==> config.mk <==
export PLATFORM = sky130hd
export DESIGN_NAME = sadc_port
export DESIGN_NICKNAME = d
export VERILOG_FILES = /design/src/rtl/sadc_pkg.sv /design/src/rtl/sadc_edges.sv /design/src/rtl/sadc_parser.sv /design/src/rtl/sadc_seq.sv /design/src/rtl/sadc_port.sv
export SDC_FILE = /design/constraint.sdc
export NUM_CORES = 1
export LEC_CHECK = 0
export ABC_AREA = 1
export ABC_CLOCK_PERIOD_IN_PS = 1220
export BUFFER_PORTS_ARGS = -buffer_cell sky130_fd_sc_hd__buf_2
export CAP_MARGIN = 20
export CORE_MARGIN = 8
export CORE_UTILIZATION = 53
export CTS_CLUSTER_DIAMETER = 40
export DETAILED_ROUTE_END_ITERATION = 8
export GPL_TIMING_DRIVEN = 0
export PLACE_DENSITY = 0.76
export SYNTH_ARGS = -nofsm -noshare
export SYNTH_HDL_FRONTEND = slang
export SYNTH_SLANG_ARGS = --single-unit
==> constraint.sdc <==
create_clock -name clk -period 1.22 [get_ports clk]
set_clock_uncertainty 0.1 [all_clocks]
set_input_delay 0.183 -clock clk [delete_from_list [all_inputs] [get_ports clk]]
set_output_delay 0.183 -clock clk [all_outputs]
set_load 0.05 [all_outputs]
==> src/rtl/sadc_pkg.sv <==
package sadc_pkg;

  typedef enum logic [1:0] {
    PH_HUNT = 2'd0,
    PH_CMD  = 2'd1,
    PH_DONE = 2'd2
  } parse_st_t;

  // first received command bit lands in the most significant field
  typedef struct packed {
    logic sgl;
    logic odd;
    logic pwr;
    logic msb_only;
  } cmd_t;

endpackage

==> src/rtl/sadc_edges.sv <==
module sadc_edges (
  input  logic clk,
  input  logic rst_n,
  input  logic sclk,
  input  logic cs_n,
  output logic sclk_rise,
  output logic sclk_fall,
  output logic cs_fall
);

  logic sclk_q, sclk_n;
  logic cs_q, cs_n_nxt;

  always_comb begin
    sclk_n   = sclk;
    cs_n_nxt = cs_n;
  end

  always_ff @(posedge clk or negedge rst_n) begin
    if (!rst_n) begin
      sclk_q <= 1'b0;
      cs_q   <= 1'b1;
    end else begin
      sclk_q <= sclk_n;
      cs_q   <= cs_n_nxt;
    end
  end

  assign sclk_rise = sclk & ~sclk_q;
  assign sclk_fall = ~sclk & sclk_q;
  assign cs_fall   = ~cs_n & cs_q;

endmodule

==> src/rtl/sadc_parser.sv <==
module sadc_parser
  import sadc_pkg::*;
(
  input  logic clk,
  input  logic rst_n,
  input  logic cs_n,
  input  logic sclk_rise,
  input  logic din,
  output cmd_t cmd,
  output logic cmd_ready,
  output logic cmd_strobe
);

  localparam int CMD_BITS = $bits(cmd_t);
  localparam int CNT_W    = $clog2(CMD_BITS);

  parse_st_t            st_q, st_n;
  logic [CNT_W-1:0]     cnt_q, cnt_n;
  logic [CMD_BITS-1:0]  sh_q, sh_n;
  logic                 stb_q, stb_n;

  always_comb begin
    st_n  = st_q;
    cnt_n = cnt_q;
    sh_n  = sh_q;
    stb_n = 1'b0;
    if (cs_n) begin
      st_n  = PH_HUNT;
      cnt_n = '0;
    end else if (sclk_rise) begin
      case (st_q)
        PH_HUNT: begin
          if (din) begin
            st_n  = PH_CMD;
            cnt_n = '0;
          end
        end
        PH_CMD: begin
          sh_n = {sh_q[CMD_BITS-2:0], din};
          if (cnt_q == CNT_W'(CMD_BITS - 1)) begin
            st_n  = PH_DONE;
            stb_n = 1'b1;
          end else begin
            cnt_n = cnt_q + 1'b1;
          end
        end
        default: ;
      endcase
    end
  end

  always_ff @(posedge clk or negedge rst_n) begin
    if (!rst_n) begin
      st_q  <= PH_HUNT;
      cnt_q <= '0;
      sh_q  <= '0;
      stb_q <= 1'b0;
    end else begin
      st_q  <= st_n;
      cnt_q <= cnt_n;
      sh_q  <= sh_n;
      stb_q <= stb_n;
    end
  end

  assign cmd        = cmd_t'(sh_q);
  assign cmd_ready  = (st_q == PH_DONE);
  assign cmd_strobe = stb_q;

  // a high chip select always sends the parser back to hunting
  a_r9_cs_abort: assert property (@(posedge clk) disable iff (!rst_n)
    cs_n |=> (st_q == PH_HUNT));

  // once done, the command fields stay frozen while chip select is low
  a_r11_cmd_frozen: assert property (@(posedge clk) disable iff (!rst_n)
    (st_q == PH_DONE) && !cs_n |=> $stable(sh_q));

endmodule

==> src/rtl/sadc_seq.sv <==
module sadc_seq #(
  parameter int RES_W = 12
) (
  input  logic             clk,
  input  logic             rst_n,
  input  logic             cs_n,
  input  logic             sclk_fall,
  input  logic             cmd_ready,
  input  logic             pwr,
  input  logic             msb_only,
  input  logic [RES_W-1:0] result,
  output logic             dout_bit,
  output logic             dout_oe
);

  localparam int POS_MAX = 2 * RES_W - 1;
  localparam int POS_W   = $clog2(POS_MAX + 1);

  logic             oe_q, oe_n;
  logic             bit_q, bit_n;
  logic [POS_W-1:0] pos_q, pos_n;
  logic [RES_W-1:0] res_q, res_n;
  logic             stream_bit;

  // bit chosen for the current output position
  always_comb begin
    stream_bit = 1'b0;
    if (!pwr) begin
      stream_bit = (int'(pos_q) < RES_W);
    end else if (int'(pos_q) < RES_W) begin
      for (int k = 0; k < RES_W; k++)
        if (k == RES_W - 1 - int'(pos_q)) stream_bit = res_q[k];
    end else if (!msb_only && int'(pos_q) < POS_MAX) begin
      for (int k = 1; k < RES_W; k++)
        if (k == int'(pos_q) - RES_W + 1) stream_bit = res_q[k];
    end
  end

  always_comb begin
    oe_n  = oe_q;
    bit_n = bit_q;
    pos_n = pos_q;
    res_n = res_q;
    if (cs_n) begin
      oe_n  = 1'b0;
      bit_n = 1'b0;
      pos_n = '0;
    end else if (sclk_fall) begin
      if (!oe_q && cmd_ready) begin
        oe_n  = 1'b1;
        bit_n = 1'b0;
        pos_n = '0;
        res_n = result;
      end else if (oe_q) begin
        bit_n = stream_bit;
        pos_n = (pos_q == POS_W'(POS_MAX)) ? pos_q : pos_q + 1'b1;
      end
    end
  end

  always_ff @(posedge clk or negedge rst_n) begin
    if (!rst_n) begin
      oe_q  <= 1'b0;
      bit_q <= 1'b0;
      pos_q <= '0;
      res_q <= '0;
    end else begin
      oe_q  <= oe_n;
      bit_q <= bit_n;
      pos_q <= pos_n;
      res_q <= res_n;
    end
  end

  assign dout_bit = bit_q;
  assign dout_oe  = oe_q;

  // driver turns off after chip select goes high
  a_r4_off_when_deselected: assert property (@(posedge clk) disable iff (!rst_n)
    cs_n |=> !oe_q);

  // driver turns on only once a full command is held
  a_r4_on_after_cmd: assert property (@(posedge clk) disable iff (!rst_n)
    $rose(oe_q) |-> $past(cmd_ready));

  // output bit moves only on a serial clock falling edge (or deselect)
  a_r4_bit_on_fall: assert property (@(posedge clk) disable iff (!rst_n)
    !$stable(bit_q) |-> ($past(sclk_fall) || $past(cs_n)));

  // position never runs past the end of the repeat
  a_r6_pos_bound: assert property (@(posedge clk) disable iff (!rst_n)
    int'(pos_q) <= POS_MAX);

endmodule

==> src/rtl/sadc_port.sv <==
module sadc_port
  import sadc_pkg::*;
#(
  parameter int RES_W = 12
) (
  input  logic             clk,
  input  logic             rst_n,
  input  logic             cs_n,
  input  logic             sclk,
  input  logic             din,
  input  logic [RES_W-1:0] result,
  output logic             dout,
  output logic             dout_oe,
  output logic [1:0]       mux_cfg,
  output logic             sample,
  output logic             shutdown
);

  logic [1:0] rst_pipe;
  logic       rst_sync_n;
  logic       sclk_rise, sclk_fall, cs_fall;
  cmd_t       cmd;
  logic       cmd_ready, cmd_strobe;
  logic       dbit, oe;
  logic [1:0] mux_q, mux_n;
  logic       shd_q, shd_n;

  always_ff @(posedge clk or negedge rst_n) begin
    if (!rst_n) rst_pipe <= 2'b00;
    else        rst_pipe <= {rst_pipe[0], 1'b1};
  end
  assign rst_sync_n = rst_pipe[1];

  sadc_edges u_edges (
    .clk       (clk),
    .rst_n     (rst_sync_n),
    .sclk      (sclk),
    .cs_n      (cs_n),
    .sclk_rise (sclk_rise),
    .sclk_fall (sclk_fall),
    .cs_fall   (cs_fall)
  );

  sadc_parser u_parser (
    .clk        (clk),
    .rst_n      (rst_sync_n),
    .cs_n       (cs_n),
    .sclk_rise  (sclk_rise),
    .din        (din),
    .cmd        (cmd),
    .cmd_ready  (cmd_ready),
    .cmd_strobe (cmd_strobe)
  );

  sadc_seq #(.RES_W(RES_W)) u_seq (
    .clk       (clk),
    .rst_n     (rst_sync_n),
    .cs_n      (cs_n),
    .sclk_fall (sclk_fall),
    .cmd_ready (cmd_ready),
    .pwr       (cmd.pwr),
    .msb_only  (cmd.msb_only),
    .result    (result),
    .dout_bit  (dbit),
    .dout_oe   (oe)
  );

  always_comb begin
    mux_n = mux_q;
    shd_n = shd_q;
    if (cmd_strobe && cmd.pwr) mux_n = {~cmd.sgl, cmd.odd};
    if (cmd_strobe && !cmd.pwr) shd_n = 1'b1;
    else if (cs_fall)           shd_n = 1'b0;
  end

  always_ff @(posedge clk or negedge rst_sync_n) begin
    if (!rst_sync_n) begin
      mux_q <= 2'b00;
      shd_q <= 1'b0;
    end else begin
      mux_q <= mux_n;
      shd_q <= shd_n;
    end
  end

  assign sample   = cmd_strobe & cmd.pwr;
  assign mux_cfg  = mux_q;
  assign shutdown = shd_q;
  assign dout_oe  = oe;
  assign dout     = oe & dbit;

  // a new frame clears power-down
  a_r8_clear_on_select: assert property (@(posedge clk) disable iff (!rst_sync_n)
    cs_fall |=> !shd_q);

  // no conversion strobe while powered down
  a_r7_no_sample_in_shutdown: assert property (@(posedge clk) disable iff (!rst_sync_n)
    sample |-> !shd_q);

  // strobe is a single cycle
  a_r10_single_pulse: assert property (@(posedge clk) disable iff (!rst_sync_n)
    sample |=> !sample);

  // mux code moves only on a conversion command
  a_r3_mux_on_convert: assert property (@(posedge clk) disable iff (!rst_sync_n)
    !$stable(mux_q) |-> $past(sample));

endmodule

; ---- Word level (Yosys, flattened, before mapping)
; Index checks and enable logic that the tools add are counted.
[totals]
regBits = 35
in_bits = 17
word_cells = 135
[classes]
add_sub_neg = 5
magnitude_cmp = 2
n_eq_ne = 30
muxes = 54
n_bitwise = 9
n_reduce_logical = 22
[op_table]
columns = op, count
row1 = equality test 4 x 32 -> 1 bit (first input constant), 8
row2 = equality test 5 x 32 -> 1 bit (first input constant), 8
row3 = equality test 3 x 32 -> 1 bit (first input constant), 4
row4 = equality test 2 x 32 -> 1 bit (first input constant), 2
row5 = 2-to-1 mux 1 bit, 39
row6 = adder 32 x 2 -> 32 bit (second input constant), 1
row7 = logical NOT 32 bit, 1
row8 = 2-to-1 mux 5 bit, 5
row9 = 2-to-1 mux 2 bit, 8
row10 = AND reduction 3 bit, 3
row11 = case mux 2 bit (2 select lines), 2
row12 = AND reduction 4 bit, 2
row13 = nonzero test 2 bit, 4
row14 = != test 3 x 2 -> 1 bit (second input constant), 2
row15 = != test 3 bit (second input constant), 2
row16 = nonzero test 3 bit, 2
row17 = subtractor 4 x 5 -> 6 bit (first input constant), 1
row18 = subtractor 5 x 4 -> 6 bit (second input constant), 1
row19 = adder 5 x 1 -> 5 bit (second input constant), 1
row20 = bitwise AND 1 bit, 5
row21 = equality test 5 bit (second input constant), 1
row22 = < comparator 5 x 4 -> 1 bit (second input constant), 1
row23 = < comparator 5 bit (second input constant), 1
row24 = equality test 2 bit (second input constant), 2
row25 = 7 further kinds, 16

; ---- Longest topological paths before layout
; Gate-level depths: netlist (run 1).
[depth]
word_depth = 21
ltp_mapped = 22
depth_no_buf = 22

; ---- Hierarchy
; A second synthesis (run 1) with hierarchy kept.
[unflattened]
hier_cells = 257
hier_area_um2 = 2150.8
[modules_own_cells]
columns = module, n_inst, cells_each, area_each_um2, seq_area_each_um2
row1 = sadc_seq, 1, 172, 1393.8, 475.5
row2 = sadc_parser, 1, 56, 491.7, 225.2
row3 = sadc_port, 1, 21, 191.4, 125.1
row4 = sadc_edges, 1, 8, 73.8, 51.3

; ---- Worst setup path before layout (run 1)
; Ideal clock, no wire load.
[synth_timing]
path_type = reg2reg
start = reg u_seq.pos_q[2]
end = reg u_seq.bit_q, in the netlist u_seq.dout_bit
setup_ns = 0.065
t_arrival_ns = 2.319
required_ns = 1.055
setup_slack_ns = -1.264
path_stages_with_launch = 17
path_buffers = 0
path_cell_list = dfrtp_1 ha_1 inv_1 ha_1 inv_1 nand3_2 inv_1 nand2_1 ha_1 or2_2 nor4_1 nand3_1 nor2_1 nand2_1 nand2_1 nand2_1 nand2_1
[synth_between]
elab_chain_cells = 21
elab_cells_between_ends = 59
cone_classes = 3 x add/sub / 2 x order compare / 22 x eq/ne / 30 x mux / 2 x reduce/logical
[synth_lines]
columns = element, line_no
row1 = from (decl), sadc_seq.sv:21  ; logic [POS_W-1:0] pos_q, pos_n;
row2 = from (signal assigned), sadc_seq.sv:70  ; pos_q <= pos_n;
row3 = subtractor 5 x 4 -> 6 bit, sadc_seq.sv:35  ; if (k == int'(pos_q) - RES_W + 1) stream_bit = res_q[k];
row4 = adder 32 x 2 -> 32 bit, sadc_seq.sv:35
row5 = equality test 2 x 32 -> 1 bit, sadc_seq.sv:35
row6 = 2-to-1 mux 1 bit (11 in series), sadc_seq.sv:35
row7 = 2-to-1 mux 1 bit, sadc_seq.sv:33  ; end else if (!msb_only && int'(pos_q) < POS_MAX) begin
row8 = 2-to-1 mux 1 bit, sadc_seq.sv:30  ; end else if (int'(pos_q) < RES_W) begin
row9 = 2-to-1 mux 1 bit *, sadc_seq.sv:28  ; if (!pwr) begin
row10 = 2-to-1 mux 1 bit *, sadc_seq.sv:54  ; end else if (oe_q) begin
row11 = 2-to-1 mux 1 bit *, sadc_seq.sv:49  ; if (!oe_q && cmd_ready) begin
row12 = 2-to-1 mux 1 bit *, sadc_seq.sv:48  ; end else if (sclk_fall) begin
row13 = 2-to-1 mux 1 bit *, sadc_seq.sv:44  ; if (cs_n) begin
row14 = to (signal assigned), sadc_seq.sv:69  ; bit_q <= bit_n;
row15 = to (decl), sadc_seq.sv:20  ; logic bit_q, bit_n;
; Every way passes the cells marked *; elsewhere a longest branch is shown, timed or not. The select of a mux whose other input is x is not followed.
; A chain may end at the register's enable or synchronous reset.

; ---- Final worst setup path (run 1)
; Ends and elaborated chain as after synthesis.

==> results.toml, run 1 <==
[outcome]
run_status = "complete, but fails checks"
failing_checks = "negative setup slack"

[final_layout]
ff_latch_area_um2 = 883
insertedDiodeCount = 0
fillers = 235
area_of_combinational_cells_with_multiple_inputs_um2 = 1380
drive_gt1_frac = 0.447
share_of_the_core_filled_with_cells = 0.791
design_area_um2 = 3090
layout.cells.non_filler = 379
fin_nets = 363
syn_to_final_growth_pct = 45.7

[clock_network]
clk_root_buffer_cell = "clkbuf_8"
tritoncts = "yes"
tritoncts.num_buffers = 5
cts_clk_pin_slew_worst_paths_ns = 0.07
cts_sinks = 35
clock_tree.htree_level_count = 2
clk_latency_ns = 0.29
clockBufferDepth = 2

[synthesis]
synth_top_flop_cell = "dfrtp_1"
synth_seq_area_share = 0.413
synth_cell_type_count = 32
synth_enable_flop_cells = 0
postSynthNetCount = 301
ys_ff_latch = 35
syn_avg_cell_area_um2 = 7.98
yosys_warnings = 0
synthesis.instances = 266
synth_async_sr_flop_share = 1.00
netlist_area_um2 = 2120

[setup_path]
cpMaxStageDelayCell = "dfrtp_2"
worst_case_register_to_register_setup_slack_ns = -1.25
timing.critical_path.mode_cell = "nand2_1"
critical_path_arrival_ns = 2.60
crit_path_end_kind = "flip-flop"
cpPeakStageDelay_ns = 0.44
timing.critical_path.from_type = "flip-flop"
rr_worst_depth = 16
path_buf_inv = 3
critical-path-top-delay-family = "simple AND/OR/NAND/NOR gates"
critical_path.cell_chain = "ha_4 -> inv_4 -> ha_4 -> inv_4 -> nand3_4 -> inv_4 -> nand2_2 -> ha_4 -> nand3_2 -> nor4_4 -> nand3_1 -> nor2_1 -> nand2_1 -> nand2_1 -> nand2_1 -> nand2_1"
critPathMaxFanout = 6
reg2reg_from = "u_seq.pos_q[2]"
critical_path_required_ns = 1.35
reg2reg_to = "u_seq.dout_bit"
critical_path_class = "reg2reg"

[sta]
setup_viol = 31
worst_pin_slew_ns = 0.561
final-hold-violation-count = 0
setup_total_negative_slack_ns = -8.96
timing.fmax_ghz = 0.405
hold_slack_ns = 0.0235
final_min_period_over_clock_period = 2.02
final.setup.worst_slack_ns = -1.25
slew_viol_final = 0
rsz0062_at_grt = "yes"
period_needed_ns = 2.47
timing.max_slew.rel_slack = 0.626

[global_route]
grt_max_degree = 24
grt_antenna_before_repair = 0
first_pass_grt_wire_length_um = 9450
grt_pass1_vias = 2072
gr-usage-all-layers = 0.190
globalRoute.totalOverflow = 0

[floorplanning]
die_w_um = 79.3
initial_utilization = 0.543
io_pins = 23
die_area_um2 = 6290
placementRows = 23
fp.coreArea_um2 = 3910
die_y_um = 79.3

[drt]
post_drt_wl_per_cell_um = 16.3
detailedRoute.firstIterationViolations = 145
route.vias.total = 2132
drt-pass1-iter-count = 4
drt_wl_total_um = 6170
route.detailed.vias_per_inst = 5.63
post_detailed_route_count_of_antenna_violating_nets = 0
drt_drc_violations_left = 0

[worst_hold_path]
hp-start = "result[5]"
worstHoldEndpoint = "u_seq.res_q[5]"
hold_path_depth = 2
hp-class = "in2reg"

[place]
io_buffer_count = 22
placed_cell_area_um2 = 2380
place_hpwl_um = 3430
globalplace.congestion = 0.941
placement.setup.worst_slack_ns = -1.40
place_inst = 339

[run]
drv.max_cap_violation_count = 0

[pwr]
power_per_unit_of_standard_cell_area_nw_per_um2 = 956
post-layout-total-power_mw = 2.96
p_leak_nw = 1.44
ir_worst_vdd_mv = 0.837
-- registers in the layout, summed over array words and instances, names as in the netlist --
signal	flops
u_parser.cnt_q	2
mux_cfg	2
shutdown	1
u_seq.dout_oe	1
u_edges.cs_q	1
u_parser.cmd	4
u_edges.sclk_q	1
u_seq.res_q	12
u_parser.st_q	2
rst_pipe	2
u_seq.pos_q	5
u_parser.cmd_strobe	1
u_seq.dout_bit	1
-- worst reg2reg max path, stage by stage (launching register included) --
cell     delay [ns]
dfrtp_2        0.44
ha_4           0.18
inv_4          0.05
ha_4           0.19
inv_4          0.06
nand3_4        0.08
inv_4          0.10
nand2_2        0.07
ha_4           0.26
nand3_2        0.09
nor4_4         0.22
nand3_1        0.12
nor2_1         0.14
nand2_1        0.09
nand2_1        0.08
nand2_1        0.06
nand2_1        0.09
-- layout make-up --
cell class	count	share of cell area
inverter	44	0.0566
multi-input combinational	183	0.445
tap	50	0.0202
clock buffer	6	0.0235
buffer	4	0.0154
timing repair buffer	55	0.150
clock inverter	2	0.00404
sequential	35	0.285
-- how the worst max path moves through the flow --
stage                     slack, ns        endpoint  cells past startpoint            from
after global routing          -1.39  u_seq.dout_bit                     16  u_seq.pos_q[2]
final                         -1.25  u_seq.dout_bit                     16  u_seq.pos_q[2]
after global placement        -1.39  u_seq.dout_bit                     14  u_seq.pos_q[3]
after floorplan               -1.12  u_seq.dout_bit                     16  u_seq.pos_q[2]
after detailed placement      -1.40  u_seq.dout_bit                     14  u_seq.pos_q[3]
after CTS                     -1.13  u_seq.dout_bit                     16  u_seq.pos_q[3]
-- cell usage in the layout, fill, tap and decap left out, types with 3 or more instances in the layout --
master | synthesis | final
inv_2 | 1 | 11
buf_2 | 1 | 18
ha_4 | 0 | 5
mux2_2 | 4 | 4
dlygate4sd3_1 | 0 | 3
nand2_2 | 1 | 7
a21oi_2 | 1 | 8
inv_1 | 43 | 29
inv_4 | 0 | 4
o22ai_1 | 3 | 3
dfrtp_1 | 34 | 29
buf_4 | 1 | 22
a21oi_1 | 28 | 21
nand2_1 | 45 | 37
dfrtp_2 | 0 | 5
nor2_1 | 24 | 10
o21ai_1 | 1 | 3
o21ai_2 | 0 | 5
clkbuf_8 | 0 | 6
xor2_1 | 3 | 3
o21ai_0 | 17 | 9
nor2_4 | 0 | 11
ha_1 | 18 | 9
ha_2 | 0 | 4
nor2_2 | 2 | 5
buf_6 | 1 | 10
nor3_1 | 11 | 9
o31ai_1 | 3 | 3
nand3_1 | 10 | 7
-- logic make-up after synthesis --
logic type,synth area share
fa+ha+maj,0.106
flops,0.413
simple gates,0.212
buf+inv,0.0907
xor+xnor,0.0124
mux,0.0212
compound gates,0.143
other cells,0.00177
-- synthesized netlist by cell type (2+ instances only) --
master / number / area, um^2
nand2_1: 45 / 169
inv_1: 43 / 161
dfrtp_1: 34 / 851
a21oi_1: 28 / 140
nor2_1: 24 / 90.1
ha_1: 18 / 225
o21ai_0: 17 / 85.1
nor3_1: 11 / 55.1
nand3_1: 10 / 50.1
mux2_2: 4 / 45.0
nor4_1: 3 / 18.8
o22ai_1: 3 / 18.8
o31ai_1: 3 / 22.5
xor2_1: 3 / 26.3
nor2_2: 2 / 12.5
nor3b_1: 2 / 15.0
-- layer usage --
metal	routed length, um	track usage
met3	330	0.0451
met2	3060	0.307
met4	212	0.111
met1	2570	0.226
met5	0	0
-- where the power goes --
group / internal, mW / total, mW / switching (mW)
combinational: 0.291 / 0.697 / 0.406
clock: 0.399 / 0.838 / 0.439
sequential: 1.31 / 1.42 / 0.112
-- repair_timing --
item / 4_1_cts / 5_1_grt
gates cloned: 1 / 1
pin swaps: 20 / 8
setup buffers: 24 / 3
endpoints found under the hold margin: 4 / 0
gates resized for setup: 78 / 30
setup endpoints to repair: 30 / 32
hold buffers: 3 / 0
(Power assumes the default switching activity.)
==> run 2, diff against run 1 <==
--- a/config.mk
+++ b/config.mk
@@ -15,6 +15,7 @@
 export DETAILED_ROUTE_END_ITERATION = 8
 export GPL_TIMING_DRIVEN = 0
 export PLACE_DENSITY = 0.76
+export SETUP_SLACK_MARGIN = 0.02
 export SYNTH_ARGS = -nofsm -noshare
 export SYNTH_HDL_FRONTEND = slang
 export SYNTH_SLANG_ARGS = --single-unit
==> run 2 against run 1 <==
  * The flow still finishes with violations (negative setup slack)
  * Fmax grew 0.86%
  * Sequential cell count is the same
  * Count of clock-buffer cells in the layout rose by 1
  * Highest routed layer unchanged
  * Cell count increased by 1.8%
  * Critical path depth grew 6
  * Non-clock buffer count rose by 7
  * Combinational power increased by 18%
  * Core utilization increased by 3.4 points
==> results.toml, run 2 (synthesized netlist as in run 1, its figures left out) <==
[drt]
detailedRoute.firstIterationViolations = 283
route.vias.total = 2290
drt-pass1-iter-count = 5
post_drt_wl_per_cell_um = 18.4
post_detailed_route_count_of_antenna_violating_nets = 0
route.detailed.vias_per_inst = 5.93
drt_drc_violations_left = 0
drt_wl_total_um = 7090

[floorplanning]
die_y_um = 79.3
placementRows = 23
initial_utilization = 0.543
die_w_um = 79.3
die_area_um2 = 6290
fp.coreArea_um2 = 3910
io_pins = 23

[sta]
slew_viol_final = 0
timing.fmax_ghz = 0.408
final_min_period_over_clock_period = 2.01
worst_pin_slew_ns = 0.642
period_needed_ns = 2.45
setup_viol = 31
timing.max_slew.rel_slack = 0.572
rsz0062_at_grt = "yes"
final.setup.worst_slack_ns = -1.23
setup_total_negative_slack_ns = -9.89
hold_slack_ns = 0.0107
final-hold-violation-count = 0

[global_route]
grt_antenna_before_repair = 0
gr-usage-all-layers = 0.178
grt_max_degree = 22
globalRoute.totalOverflow = 0
grt_pass1_vias = 1970
first_pass_grt_wire_length_um = 8990

[final_layout]
layout_commonest_cell = "nand2_1"
insertedDiodeCount = 0
syn_to_final_growth_pct = 51.9
drive_gt1_frac = 0.500
share_of_the_core_filled_with_cells = 0.824
largest_register_ffs = 12
design_area_um2 = 3230
layout.cells.most_common_list = "nand2_1, buf_4, inv_1, dfrtp_1"
layout.cells.non_filler = 386
register_with_the_most_flip_flops = "u_seq.res_q"
fin_nets = 370

[setup_path]
cpMaxStageDelayCell = "dfrtp_2"
critical_path.cell_chain = "ha_4 -> inv_4 -> ha_4 -> inv_4 -> nand3_4 -> buf_4 -> nor2_4 -> a21oi_2 -> nand2_1 -> nand2_1 -> nand2_1 -> nand2_1 -> nand2_1 -> nand2_1 -> nand2_1 -> nand2_1 -> nand2_1 -> nand2_1 -> nand2_1 -> nand2_1 -> nand2_1 -> nand2_1"
cpPeakStageDelay_ns = 0.46
timing.critical_path.from_type = "flip-flop"
critPathMaxFanout = 10
critical_path_required_ns = 1.31
critical_path_arrival_ns = 2.54
crit_path_end_kind = "flip-flop"
critical_path_class = "reg2reg"
timing.critical_path.mode_cell = "nand2_1"

[outcome]
run_status = "complete, but fails checks"
failing_checks = "negative setup slack"

[clock_network]
cts_clk_pin_slew_worst_paths_ns = 0.08
clockBufferDepth = 2
clock_tree.htree_level_count = 2
tritoncts.num_buffers = 5
tritoncts = "yes"
cts_sinks = 35
clk_latency_ns = 0.30
clk_root_buffer_cell = "clkbuf_8"

[place]
placement.setup.worst_slack_ns = -1.39
io_buffer_count = 22
globalplace.congestion = 0.937
place_inst = 339
placed_cell_area_um2 = 2380
place_hpwl_um = 3400

[worst_hold_path]
hp-class = "in2reg"

[pwr]
power_per_unit_of_standard_cell_area_nw_per_um2 = 1000
ir_worst_vdd_mv = 0.901
post-layout-total-power_mw = 3.24
p_leak_nw = 1.46

[run]
drv.max_cap_violation_count = 0
-- run 2: worst paths after layout --
check | slack (ns) | cells after the start | startpoint | to
min | 0.01 | 2 | result[11] | u_seq.res_q[11]
max in group asynchronous | 0.24 | 1 | rst_pipe[1] | u_edges.cs_q
max reg2reg | -1.23 | 22 | u_seq.pos_q[2] | u_seq.dout_bit
max | -1.23 | 22 | u_seq.pos_q[2] | u_seq.dout_bit
min in group asynchronous | 0.08 | 2 | rst_n | rst_pipe[1]
min reg2reg | 0.17 | 0 | rst_pipe[1] | u_seq.res_q[11]
-- run 2: critical path, delay by kind of cell (launching register included) --
| family | cells | cell delay (ns) |
|---|---|---|
| AOI/OAI and AO/OA | 1 | 0.04 |
| and+or+nand+nor | 16 | 1.04 |
| adders and majority gates | 2 | 0.37 |
| DFF | 1 | 0.46 |
| buffers and inverters | 3 | 0.33 |
-- run 2: cell type report --
| type | instances | area [um^2] |
|---|---|---|
| inverter | 44 | 180 |
| buffer | 3 | 33.8 |
| clock buffer | 7 | 96.3 |
| sequential | 35 | 885 |
| timing repair buffer | 63 | 503 |
| multi-input combinational | 183 | 1460 |
| tap | 50 | 62.6 |
| clock inverter | 1 | 7.51 |
| fill | 213 | 688 |
-- run 2: power by group --
part,internal [mW],switching [mW],total [mW]
Clock,0.514,0.452,0.965
Combinational,0.356,0.467,0.823
Sequential,1.31,0.137,1.45
-- run 2: layer usage --
layer,global-route usage,vias to the layer above,wire length (um)
li1,-,1007,-
met1,0.224,1101,2710
met2,0.287,139,3360
met3,0.0429,43,634
met4,0.0704,0,386
met5,0,-,0
-- run 2: timing repair --
item / 4_1_cts / 5_1_grt
hold buffers: 3 / 0
buffers inserted: 14 / 22
gates cloned: 2 / 0
hold endpoints to repair: 4 / 0
gates resized for setup: 56 / 75
endpoints found under the setup margin: 31 / 33
pin swaps: 15 / 24
==> run 3, diff against run 2 <==
--- a/config.mk
+++ b/config.mk
@@ -9,12 +9,14 @@
 export ABC_CLOCK_PERIOD_IN_PS = 1220
 export BUFFER_PORTS_ARGS = -buffer_cell sky130_fd_sc_hd__buf_2
 export CAP_MARGIN = 20
+export CELL_PAD_IN_SITES_DETAIL_PLACEMENT = 0
+export CELL_PAD_IN_SITES_GLOBAL_PLACEMENT = 1
 export CORE_MARGIN = 8
-export CORE_UTILIZATION = 53
+export CORE_UTILIZATION = 39
 export CTS_CLUSTER_DIAMETER = 40
 export DETAILED_ROUTE_END_ITERATION = 8
 export GPL_TIMING_DRIVEN = 0
-export PLACE_DENSITY = 0.76
+export PLACE_DENSITY = 0.75
 export SETUP_SLACK_MARGIN = 0.02
 export SYNTH_ARGS = -nofsm -noshare
 export SYNTH_HDL_FRONTEND = slang
==> run 3 against run 2 <==
  * The flow still finishes with violations (negative setup slack)
  * Critical path depth is 6 lower
  * Hold slack improved by 0.013 ns
  * First-iteration DRC count shrank 67%
  * Register-to-register slack gained 0.03 ns
  * Sequential power about the same
  * Highest routed layer unchanged
  * Core utilization down 23 points
  * Critical path type unchanged
  * Via count is 14% lower
==> results.toml, run 3 (synthesized netlist as in run 1, its figures left out) <==
[sta]
period_needed_ns = 2.42
final-hold-violation-count = 0
setup_viol = 30
timing.fmax_ghz = 0.413
timing.max_slew.rel_slack = 0.596
final.setup.worst_slack_ns = -1.20
worst_pin_slew_ns = 0.606
final_min_period_over_clock_period = 1.99
slew_viol_final = 0
setup_total_negative_slack_ns = -9.36
rsz0062_at_grt = "yes"
hold_slack_ns = 0.0235

[place]
io_buffer_count = 22
globalplace.congestion = 0.816
place_hpwl_um = 3670
placement.setup.worst_slack_ns = -1.44
place_inst = 361

[setup_path]
critical_path_required_ns = 1.36
critical_path_class = "reg2reg"
timing.critical_path.from_type = "flip-flop"
critPathMaxFanout = 6
critical_path_arrival_ns = 2.56
crit_path_end_kind = "flip-flop"

[clock_network]
cts_clk_pin_slew_worst_paths_ns = 0.07
clock_tree.htree_level_count = 2
tritoncts = "yes"
cts_sinks = 35
tritoncts.num_buffers = 5
clk_root_buffer_cell = "clkbuf_8"
clk_latency_ns = 0.29
clockBufferDepth = 2

[final_layout]
layout.cells.non_filler = 401
syn_to_final_growth_pct = 49.3
fin_nets = 363
drive_gt1_frac = 0.465
layout_commonest_cell = "nand2_1"
insertedDiodeCount = 0
layout.cells.most_common_list = "nand2_1, dfrtp_1, inv_1, buf_4, a21oi_1"
register_with_the_most_flip_flops = "u_seq.res_q"
largest_register_ffs = 12

[run]
drv.max_cap_violation_count = 0

[drt]
post_detailed_route_count_of_antenna_violating_nets = 0
route.detailed.vias_per_inst = 4.88
post_drt_wl_per_cell_um = 14.1
route.vias.total = 1958
drt-pass1-iter-count = 4
detailedRoute.firstIterationViolations = 94
drt_wl_total_um = 5650
drt_drc_violations_left = 0

[worst_hold_path]
hp-class = "in2reg"

[pwr]
power_per_unit_of_standard_cell_area_nw_per_um2 = 929
p_leak_nw = 1.45
ir_worst_vdd_mv = 0.731

[global_route]
globalRoute.totalOverflow = 0
first_pass_grt_wire_length_um = 9490
grt_antenna_before_repair = 0
grt_max_degree = 23
grt_pass1_vias = 1995
gr-usage-all-layers = 0.141

[floorplanning]
die_y_um = 89.8
die_area_um2 = 8060
io_pins = 23
initial_utilization = 0.395
die_w_um = 89.8
placementRows = 27
fp.coreArea_um2 = 5370

[outcome]
failing_checks = "negative setup slack"
run_status = "complete, but fails checks"
## run 3: cell count changes in the layout (fill, tap and decap cells not counted), sizes merged
cell and change:
clkinvlp -1, clkinv +1, buf -7
## run 3: per-stage QoR
step                       util  area, um^2  total power, mW
after global routing      0.590        3170             3.11
after global placement    0.443        2380             1.86
after floorplan               -        2180             1.72
after detailed placement  0.448        2410             1.88
final                     0.590        3170             2.94
after CTS                 0.558        3000             2.88
## run 3: layer usage
metal,part of all wire,global-route usage
met5,0,0
met4,0.012,0.0508
met3,0.029,0.0333
met2,0.50,0.220
met1,0.46,0.186
## run 3: layout make-up
cell class	instances	area (um^2)
multi-input combinational	183	1430
sequential	35	883
timing repair buffer	55	459
tap	72	90.1
inverter	44	173
buffer	4	55.1
clock buffer	7	76.3
clock inverter	1	5.00
fill	467	2200
## run 3: timing repair
| item | in CTS | in global routing |
|---|---|---|
| hold buffers | 3 | 0 |
| resized for setup | 84 | 45 |
| setup endpoints to repair | 31 | 33 |
| buffers inserted | 22 | 8 |
| cloned | 2 | 0 |
| pin swaps | 23 | 9 |
| endpoints found under the hold margin | 4 | 0 |
## run 3: critical path, stage by stage (launching register included)
cell     delay (ns)
dfrtp_2        0.46
ha_4           0.18
inv_4          0.05
ha_4           0.19
inv_4          0.06
nand3_4        0.07
inv_4          0.10
nand2_2        0.07
ha_4           0.27
nand3_2        0.09
nor4_4         0.23
nand3_1        0.13
nor2_1         0.11
nand2_1        0.06
nand2_1        0.07
nand2_1        0.05
nand2_1        0.07
## run 3: final timing paths
check,slack (ns),depth (start not counted),start,to
setup / recovery,-1.20,16,u_seq.pos_q[2],u_seq.dout_bit
max in group asynchronous,0.28,1,rst_pipe[1],u_edges.cs_q
hold / removal,0.02,2,result[9],u_seq.res_q[9]
min in group asynchronous,0.10,2,rst_n,rst_pipe[1]
hold reg to reg,0.15,0,rst_pipe[1],u_seq.res_q[7]
setup reg to reg,-1.20,16,u_seq.pos_q[2],u_seq.dout_bit
## run 3: power by group
part / internal (mW) / switching (mW)
combinational: 0.308 / 0.386
sequential: 1.31 / 0.111
clock: 0.401 / 0.426
total: 2.02 / 0.923
